## config.mk

```make
export PLATFORM = sky130hd
export DESIGN_NAME = olm_cell
export DESIGN_NICKNAME = d
export VERILOG_FILES = /design/src/rtl/olm_pkg.sv /design/src/rtl/olm_decode.sv /design/src/rtl/olm_sum.sv /design/src/rtl/olm_reg.sv /design/src/rtl/olm_cell.sv
export SDC_FILE = /design/constraint.sdc
export NUM_CORES = 1
export LEC_CHECK = 0
export ABC_AREA = 1
export ABC_CLOCK_PERIOD_IN_PS = 1500
export BUFFER_PORTS_ARGS = -buffer_cell sky130_fd_sc_hd__buf_2
export CORE_AREA = 3 3 40 42
export DETAILED_ROUTE_END_ITERATION = 7
export DIE_AREA = 0 0 43 45
export MAX_ROUTING_LAYER = met4
export PLACE_DENSITY_LB_ADDON = 0.3
export SYNTH_ARGS = -nofsm -noshare
export SYNTH_HDL_FRONTEND = slang
export SYNTH_SLANG_ARGS = --single-unit
```

## constraint.sdc

```tcl
create_clock -name clk -period 1.5 [get_ports clk]
set_input_delay 0.225 -clock clk [delete_from_list [all_inputs] [get_ports clk]]
set_output_delay 0.225 -clock clk [all_outputs]
set_load 0.05 [all_outputs]
```

## src/rtl/olm_pkg.sv

```systemverilog
package olm_pkg;

  typedef enum logic [2:0] {
    K_REG_OUT,
    K_REG_IO,
    K_CPLX_IO,
    K_SIMPLE_OUT,
    K_SIMPLE_IN
  } cell_kind_e;

  typedef enum logic [1:0] {
    OE_FROM_PIN,
    OE_FROM_TERM,
    OE_ALWAYS,
    OE_NEVER
  } oe_src_e;

  typedef enum logic [1:0] {
    FB_FROM_REG,
    FB_FROM_PIN,
    FB_NONE
  } fb_src_e;

  // Mode decode: arch_sel=0 means simple mode regardless of comb_only.
  function automatic cell_kind_e decode_kind(input logic comb_only,
                                             input logic arch_sel,
                                             input logic io_sel);
    cell_kind_e k;
    if (!arch_sel)      k = io_sel ? K_SIMPLE_IN : K_SIMPLE_OUT;
    else if (comb_only) k = K_CPLX_IO;
    else                k = io_sel ? K_REG_IO : K_REG_OUT;
    return k;
  endfunction

  function automatic logic apply_pol(input logic v, input logic act_high);
    return act_high ? v : ~v;
  endfunction

  // True when the enable term is taken out of the OR sum.
  function automatic logic term_is_enable(input cell_kind_e k);
    return (k == K_REG_IO) || (k == K_CPLX_IO);
  endfunction

endpackage

```

## src/rtl/olm_decode.sv

```systemverilog
module olm_decode
  import olm_pkg::*;
#(
  parameter bit OUTER_CELL = 1'b0
) (
  input  logic       comb_only,
  input  logic       arch_sel,
  input  logic       io_sel,
  output cell_kind_e kind,
  output logic       drop_oe_term,
  output oe_src_e    oe_src,
  output fb_src_e    fb_src
);

  fb_src_e fb_cplx;

  generate
    if (OUTER_CELL) begin : g_outer
      assign fb_cplx = FB_NONE;
    end else begin : g_inner
      assign fb_cplx = FB_FROM_PIN;
    end
  endgenerate

  always_comb begin
    kind         = decode_kind(comb_only, arch_sel, io_sel);
    drop_oe_term = term_is_enable(kind);
    unique case (kind)
      K_REG_OUT: begin
        oe_src = OE_FROM_PIN;
        fb_src = FB_FROM_REG;
      end
      K_REG_IO: begin
        oe_src = OE_FROM_TERM;
        fb_src = FB_FROM_PIN;
      end
      K_CPLX_IO: begin
        oe_src = OE_FROM_TERM;
        fb_src = fb_cplx;
      end
      K_SIMPLE_OUT: begin
        oe_src = OE_ALWAYS;
        fb_src = FB_NONE;
      end
      default: begin
        oe_src = OE_NEVER;
        fb_src = FB_FROM_PIN;
      end
    endcase
  end

endmodule

```

## src/rtl/olm_sum.sv

```systemverilog
module olm_sum #(
  parameter int N_TERMS = 8,
  parameter int OE_IDX  = 0
) (
  input  logic [N_TERMS-1:0] terms,
  input  logic               drop_oe,
  output logic               sum
);

  logic [N_TERMS-1:0] masked;

  for (genvar i = 0; i < N_TERMS; i++) begin : g_mask
    if (i == OE_IDX) begin : g_oe
      assign masked[i] = terms[i] & ~drop_oe;
    end else begin : g_plain
      assign masked[i] = terms[i];
    end
  end

  assign sum = |masked;

endmodule

```

## src/rtl/olm_reg.sv

```systemverilog
module olm_reg (
  input  logic clk,
  input  logic rst_n,
  input  logic preload_en,
  input  logic preload_val,
  input  logic d,
  output logic q
);

  always_ff @(posedge clk or negedge rst_n) begin
    if (!rst_n)          q <= 1'b0;
    else if (preload_en) q <= preload_val;
    else                 q <= d;
  end

endmodule

```

## src/rtl/olm_cell.sv

```systemverilog
module olm_cell
  import olm_pkg::*;
#(
  parameter int N_TERMS    = 8,
  parameter int OE_IDX     = 0,
  parameter bit OUTER_CELL = 1'b0
) (
  input  logic               clk,
  input  logic               rst_n,
  input  logic               cfg_comb_only,
  input  logic               cfg_arch_sel,
  input  logic               cfg_io_sel,
  input  logic               cfg_act_high,
  input  logic [N_TERMS-1:0] pterm,
  input  logic               oe_pin_n,
  input  logic               preload_en,
  input  logic               preload_val,
  input  logic               pin_in,
  output logic               pin_drive,
  output logic               pin_oe,
  output logic               fb_out
);

  // Named internal events, visible to the bound checker.
  cell_kind_e kind;
  oe_src_e    oe_src;
  fb_src_e    fb_src;
  logic       drop_oe_term;
  logic       sum_raw;
  logic       reg_q;

  olm_decode #(.OUTER_CELL(OUTER_CELL)) u_decode (
    .comb_only    (cfg_comb_only),
    .arch_sel     (cfg_arch_sel),
    .io_sel       (cfg_io_sel),
    .kind         (kind),
    .drop_oe_term (drop_oe_term),
    .oe_src       (oe_src),
    .fb_src       (fb_src)
  );

  olm_sum #(.N_TERMS(N_TERMS), .OE_IDX(OE_IDX)) u_sum (
    .terms   (pterm),
    .drop_oe (drop_oe_term),
    .sum     (sum_raw)
  );

  olm_reg u_reg (
    .clk         (clk),
    .rst_n       (rst_n),
    .preload_en  (preload_en),
    .preload_val (preload_val),
    .d           (sum_raw),
    .q           (reg_q)
  );

  always_comb begin
    unique case (kind)
      K_REG_OUT:   pin_drive = apply_pol(reg_q, cfg_act_high);
      K_SIMPLE_IN: pin_drive = 1'b0;
      default:     pin_drive = apply_pol(sum_raw, cfg_act_high);
    endcase
  end

  always_comb begin
    unique case (oe_src)
      OE_FROM_PIN:  pin_oe = ~oe_pin_n;
      OE_FROM_TERM: pin_oe = pterm[OE_IDX];
      OE_ALWAYS:    pin_oe = 1'b1;
      default:      pin_oe = 1'b0;
    endcase
  end

  always_comb begin
    unique case (fb_src)
      FB_FROM_REG: fb_out = reg_q;
      FB_FROM_PIN: fb_out = pin_in;
      default:     fb_out = 1'b0;
    endcase
  end

endmodule

```

==> results of run 1 <==
-- final timing paths --
kind / start / depth (start not counted) / end
hold / removal: rst_n / 1 / u_reg.q
setup / recovery: cfg_io_sel / 5 / pin_drive
max in group asynchronous: rst_n / 1 / u_reg.q
min in group clk: preload_en / 2 / u_reg.q
-- logic make-up after synthesis --
| family | after synthesis | synth area share (%) |
|---|---|---|
| AND/OR/NAND/NOR | 21 | 52.6 |
| flip-flops | 1 | 14.8 |
| AO/OA/AOI/OAI | 5 | 19.3 |
| buffers and inverters | 6 | 13.3 |
-- Yosys cell counts (all sizes together) --
cell	number
nor2	9
o21ai	1
inv	6
o22ai	1
a211oi	1
a21oi	2
nand3	3
nor3	1
nand2	8
dfrtp	1
-- critical path: stages --
cell and delay, ns:
buf_2 0.13, nor3_2 0.32, nand3_1 0.11, nand2_1 0.09
buf_2 0.26
-- power by group --
group | switching (µW) | leakage [µW] | internal (µW)
sequential | 0.634 | 0.0000103 | 28.9
clock | 0 | 0 | 0
combinational | 53.3 | 0.000161 | 31.8
total | 53.9 | 0.000172 | 60.7
-- metal layers --
| layer | global-route usage, % | share of wire, % | up-vias |
|---|---|---|---|
| met5 | - | 0 | - |
| met4 | 0 | 0 | 0 |
| met3 | 0 | 12 | 0 |
| met2 | 10.5 | 42 | 12 |
| met1 | 7.42 | 46 | 94 |
| li1 | - | - | 145 |
-- metrics by stage --
stage / worst slack [ns] / instance area, µm² / utilization, % / total power, µW / hold WS, ns
after floorplan: 0.137 / 174 / - / 79.4 / -0.0706
after global placement: 0.132 / 293 / 22.8 / 115 / 0.00134
after detailed placement: 0.126 / 293 / 22.8 / 116 / 0.000817
after CTS: 0.127 / 293 / 22.8 / 116 / 0.000817
after global routing: 0.0152 / 293 / 22.8 / 125 / 0.00526
final: 0.149 / 293 / 22.8 / 115 / -0.000813
-- final cells by class --
cell class	count	area share, %
Timing Repair Buffer	20	34.2
Inverter	6	7.69
Tap cell	15	6.41
Sequential cell	1	8.55
Multi-Input combinational cell	26	43.2
==> run metrics, run 1 <==
pwr/cell area 391 nW/µm²; Worst Hold Class input port to async pin; RSZ-0062 raised after global routing false; CTS clock-pin slew for the worst setup and hold paths 0 ns; final RePlAce weighted congestion 0.701; Final setup violation count 0; max reg flops 1; final net count 73; setup TNS 0 ns; core area 1280 µm²; commonest non-fill, non-tap cell in the layout buf_2; hpwl dp 464 µm; Post-Layout Cell Count 68; commonest cells after routing, fill and taps aside buf_2 (20), nor2_1 (9), nand2_1 (8); final hold slack -0.000813 ns; # rows 13; failing checks hold timing; Via density 3.69; first-pass GRT wire length 855 µm; dpl cells 68; First-pass DRT Iterations 4; largest reg by FF count u_reg.q; CTS Hold Bufs 0; drt wl/cell 7.32 µm; Ports 21; status complete, but fails checks; Initial Util 13.1%; maxcap violations 0; GRT Overall Usage 5.65%; syn nets 51; Mapped Cells 33; Syn Area/Cell 5.12 µm²; register area share after synthesis 14.8%; initial antenna violation count 0; Slew HR 79.0%; multi-input gate area in the final layout 126 µm²; startpoint class of the critical path input port; Pleak 0.000172 µW; CP required 1.27 ns; Final min period 1.35 ns; post-synth top area share 20.0%; largest net degree at the start of global routing 6; Critical Path End Type primary output; final global-route overflow total 0; Vert. Die Dim 45 µm; Initial DRC Count 6; layout cells sized above 1 43.4%; routed vias 251; Antenna Cells 0; CP Class input port to primary output; vias in the first global route 232; top cells by area, synth nor2_1 (20%), nand2_1 (18%), dfrtp_1 (15%); Slew @ Worst Pin 0.313 ns; # DRC 0; die width 43 µm; CP arrival 1.13 ns; port buffer count 20; Layout area overhead 73.3%; Routed WL 498 µm; peak supply drop 0.212 mV; FF+latch count, synth 1; Final ANT Viol Nets 0; area leader, netlist nor2_1; die footprint 1940 µm²; synthesized area 169 µm²; post-CTS setup buffers 0; Yosys warning count 0; post_cts resized 0; flip-flop and latch area 25.0 µm²; Peak Freq 740 MHz; CP Max Fanout 5; FILL cells 158; distinct cell type count after synthesis 11; top flop regs u_reg.q: 1 flops; Final Hold Fails 1; Max Slew Vio Count 0; final period utilization 90.1%
No activity file was read; power rests on OpenSTA's default activity.
==> run 2, diff against run 1 <==
--- a/config.mk
+++ b/config.mk
@@ -6,7 +6,7 @@
 export NUM_CORES = 1
 export LEC_CHECK = 0
 export ABC_AREA = 1
-export ABC_CLOCK_PERIOD_IN_PS = 1500
+export ABC_CLOCK_PERIOD_IN_PS = 1100
 export BUFFER_PORTS_ARGS = -buffer_cell sky130_fd_sc_hd__buf_2
 export CORE_AREA = 3 3 40 42
 export DETAILED_ROUTE_END_ITERATION = 7
==> constraint.sdc (replaced) <==
create_clock -name clk -period 1.1 [get_ports clk]
set_input_delay 0.165 -clock clk [delete_from_list [all_inputs] [get_ports clk]]
set_output_delay 0.165 -clock clk [all_outputs]
set_load 0.05 [all_outputs]
==> run 2 against run 1 <==
Global-route usage is 0.095 points higher. Combinational power is 100% higher. First-iteration DRC count is 67% lower. Core utilization is 11 points higher. Largest cell class unchanged. Cell count is 5.9% higher. Flip-flop and latch count stayed put. Critical path depth is 4 higher. Highest routed layer unchanged. Routed wire length is 17% higher. The run ends with setup timing left.
==> run metrics, run 2 (synthesized netlist as in run 1, its figures left out) <==
grt met2 use 10.8% (+0.30 points); Critical Path End pin_drive; Ports 21 (unchanged); final RePlAce weighted congestion 0.693 (-1.2%); Place WS -0.127 ns (-0.253 ns); Layout area overhead 156%; Routed WL 585 µm (+17%); largest reg by FF count u_reg.q; final net count 77 (+5.5%); Slew HR 87.5% (+8.5 points); final period utilization 104%; status complete, but fails checks; top flop regs u_reg.q: 1 flops; CP arrival 0.98 ns (-0.15 ns); # DRC 0 (unchanged); Final ANT Viol Nets 0 (unchanged); die width 43 µm (unchanged); Pleak 0.000210 µW (+23%); First-pass DRT Iterations 4 (unchanged); CTS clock-pin slew for the worst setup and hold paths 0 ns (unchanged); GRT busiest layer met2; Initial Util 13.1% (unchanged); Slew @ Worst Pin 0.187 ns (-0.126 ns); pwr/cell area 489 nW/µm² (+25%); Initial DRC Count 2 (-4); port buffer count 20 (unchanged); setup TNS -0.0403 ns (-0.0403 ns); RSZ-0062 raised after global routing true; commonest cells after routing, fill and taps aside buf_2 (12), buf_6 (6), nor2_4 (5), inv_1 (5), buf_4 (5); met3 Use GR 1.20% (+1.2 points); PnR worst setup slack -0.0403 ns (-0.189 ns); vias in the first global route 254 (+9.5%); max reg flops 1 (unchanged); Critical Path Start pterm[5]; CP Class input port to primary output; final global-route overflow total 0 (unchanged); CP Max Fanout 2 (-3); Peak Freq 877 MHz; Vert. Die Dim 45 µm (unchanged); maxcap violations 0 (unchanged); first-pass GRT wire length 897 µm (+4.9%); core area 1280 µm² (unchanged); Final Hold Fails 0 (-1); layout cells sized above 1 66.7% (+23 points); # rows 13 (unchanged); failing checks setup timing; die footprint 1940 µm² (unchanged); Antenna Cells 0 (unchanged); FILL cells 144 (-8.9%); Critical Path End Type primary output; largest net degree at the start of global routing 6 (unchanged); Via density 3.92 (+6.1%); peak supply drop 0.228 mV (+7.3%); initial antenna violation count 0 (unchanged); startpoint class of the critical path input port; GRT Overall Usage 5.74% (+0.095 points); fraction of met1 tracks used by global routing 6.73% (-0.69 points); Max Slew Vio Count 0 (unchanged); CP required 0.94 ns (-0.33 ns); drt wl/cell 8.13 µm (+11%); routed vias 282 (+12%); Worst Hold Class input port to register; Final min period 1.14 ns; Final setup violation count 1 (+1); commonest non-fill, non-tap cell in the layout buf_2
run 2: cell count changes in the layout (fill, tap and decap cells not counted), moves of 4 or more:
cell     change
buf_4        +5
nand2_2      +4
nor2_1       -5
buf_6        +6
buf_2        -8
nor2_4       +5
nand2_1      -4
run 2: how the worst min path moves through the flow:
stage | start | depth (start not counted) | slack [ns] | end
CTS | preload_en | 2 | 0.37 | u_reg.q
global route | preload_en | 2 | 0.41 | u_reg.q
finish | preload_en | 2 | 0.39 | u_reg.q
detailed placement | rst_n | 1 | -0.06 | u_reg.q
floorplan | rst_n | 0 | -0.13 | u_reg.q
global placement | rst_n | 1 | -0.06 | u_reg.q
run 2: area by class of cell:
cell class | count | area [µm²] | area share (%)
inverter | 6 | 25.0 | 5.80
multi-input combinational | 26 | 188 | 43.5
sequential | 1 | 25.0 | 5.80
tap | 15 | 18.8 | 4.35
timing repair buffer | 24 | 175 | 40.6
run 2: what timing repair did:
item	CTS	global route
setup endpoints to repair	3	4
endpoints found under the hold margin	1	0
resized for setup	9	20
buffers inserted	0	1
pin swaps	1	12
hold buffers	1	0
run 2: layer usage:
layer	vias up	wire, µm
met5	-	0
met4	0	0
met3	0	57
met2	11	316
met1	119	211
li1	152	-
run 2: worst max-delay path, stage by stage:
cell and delay, ns:
buf_6 0.10, nor2_4 0.09, nand2_2 0.07, nor2_4 0.11
nand2_2 0.06, nand2_1 0.06, nand3_1 0.07, nand2_1 0.09
buf_6 0.16
run 2: stage by stage:
step	cells	utilization, %	area, µm²	total power [µW]	hold slack [ns]
floorplan	33	-	178	110	-0.131
finish	72	33.6	432	211	0.390
detailed placement	71	24.8	319	164	-0.0584
CTS	72	27.8	357	183	0.366
global placement	71	24.8	319	163	-0.0592
global route	72	33.6	432	226	0.407
run 2: where the power goes:
| part | internal [µW] | switching [µW] | total, µW |
|---|---|---|---|
| Clock | 0 | 0 | 0 |
| Combinational | 77.2 | 93.6 | 171 |
| Sequential | 39.4 | 0.828 | 40.2 |
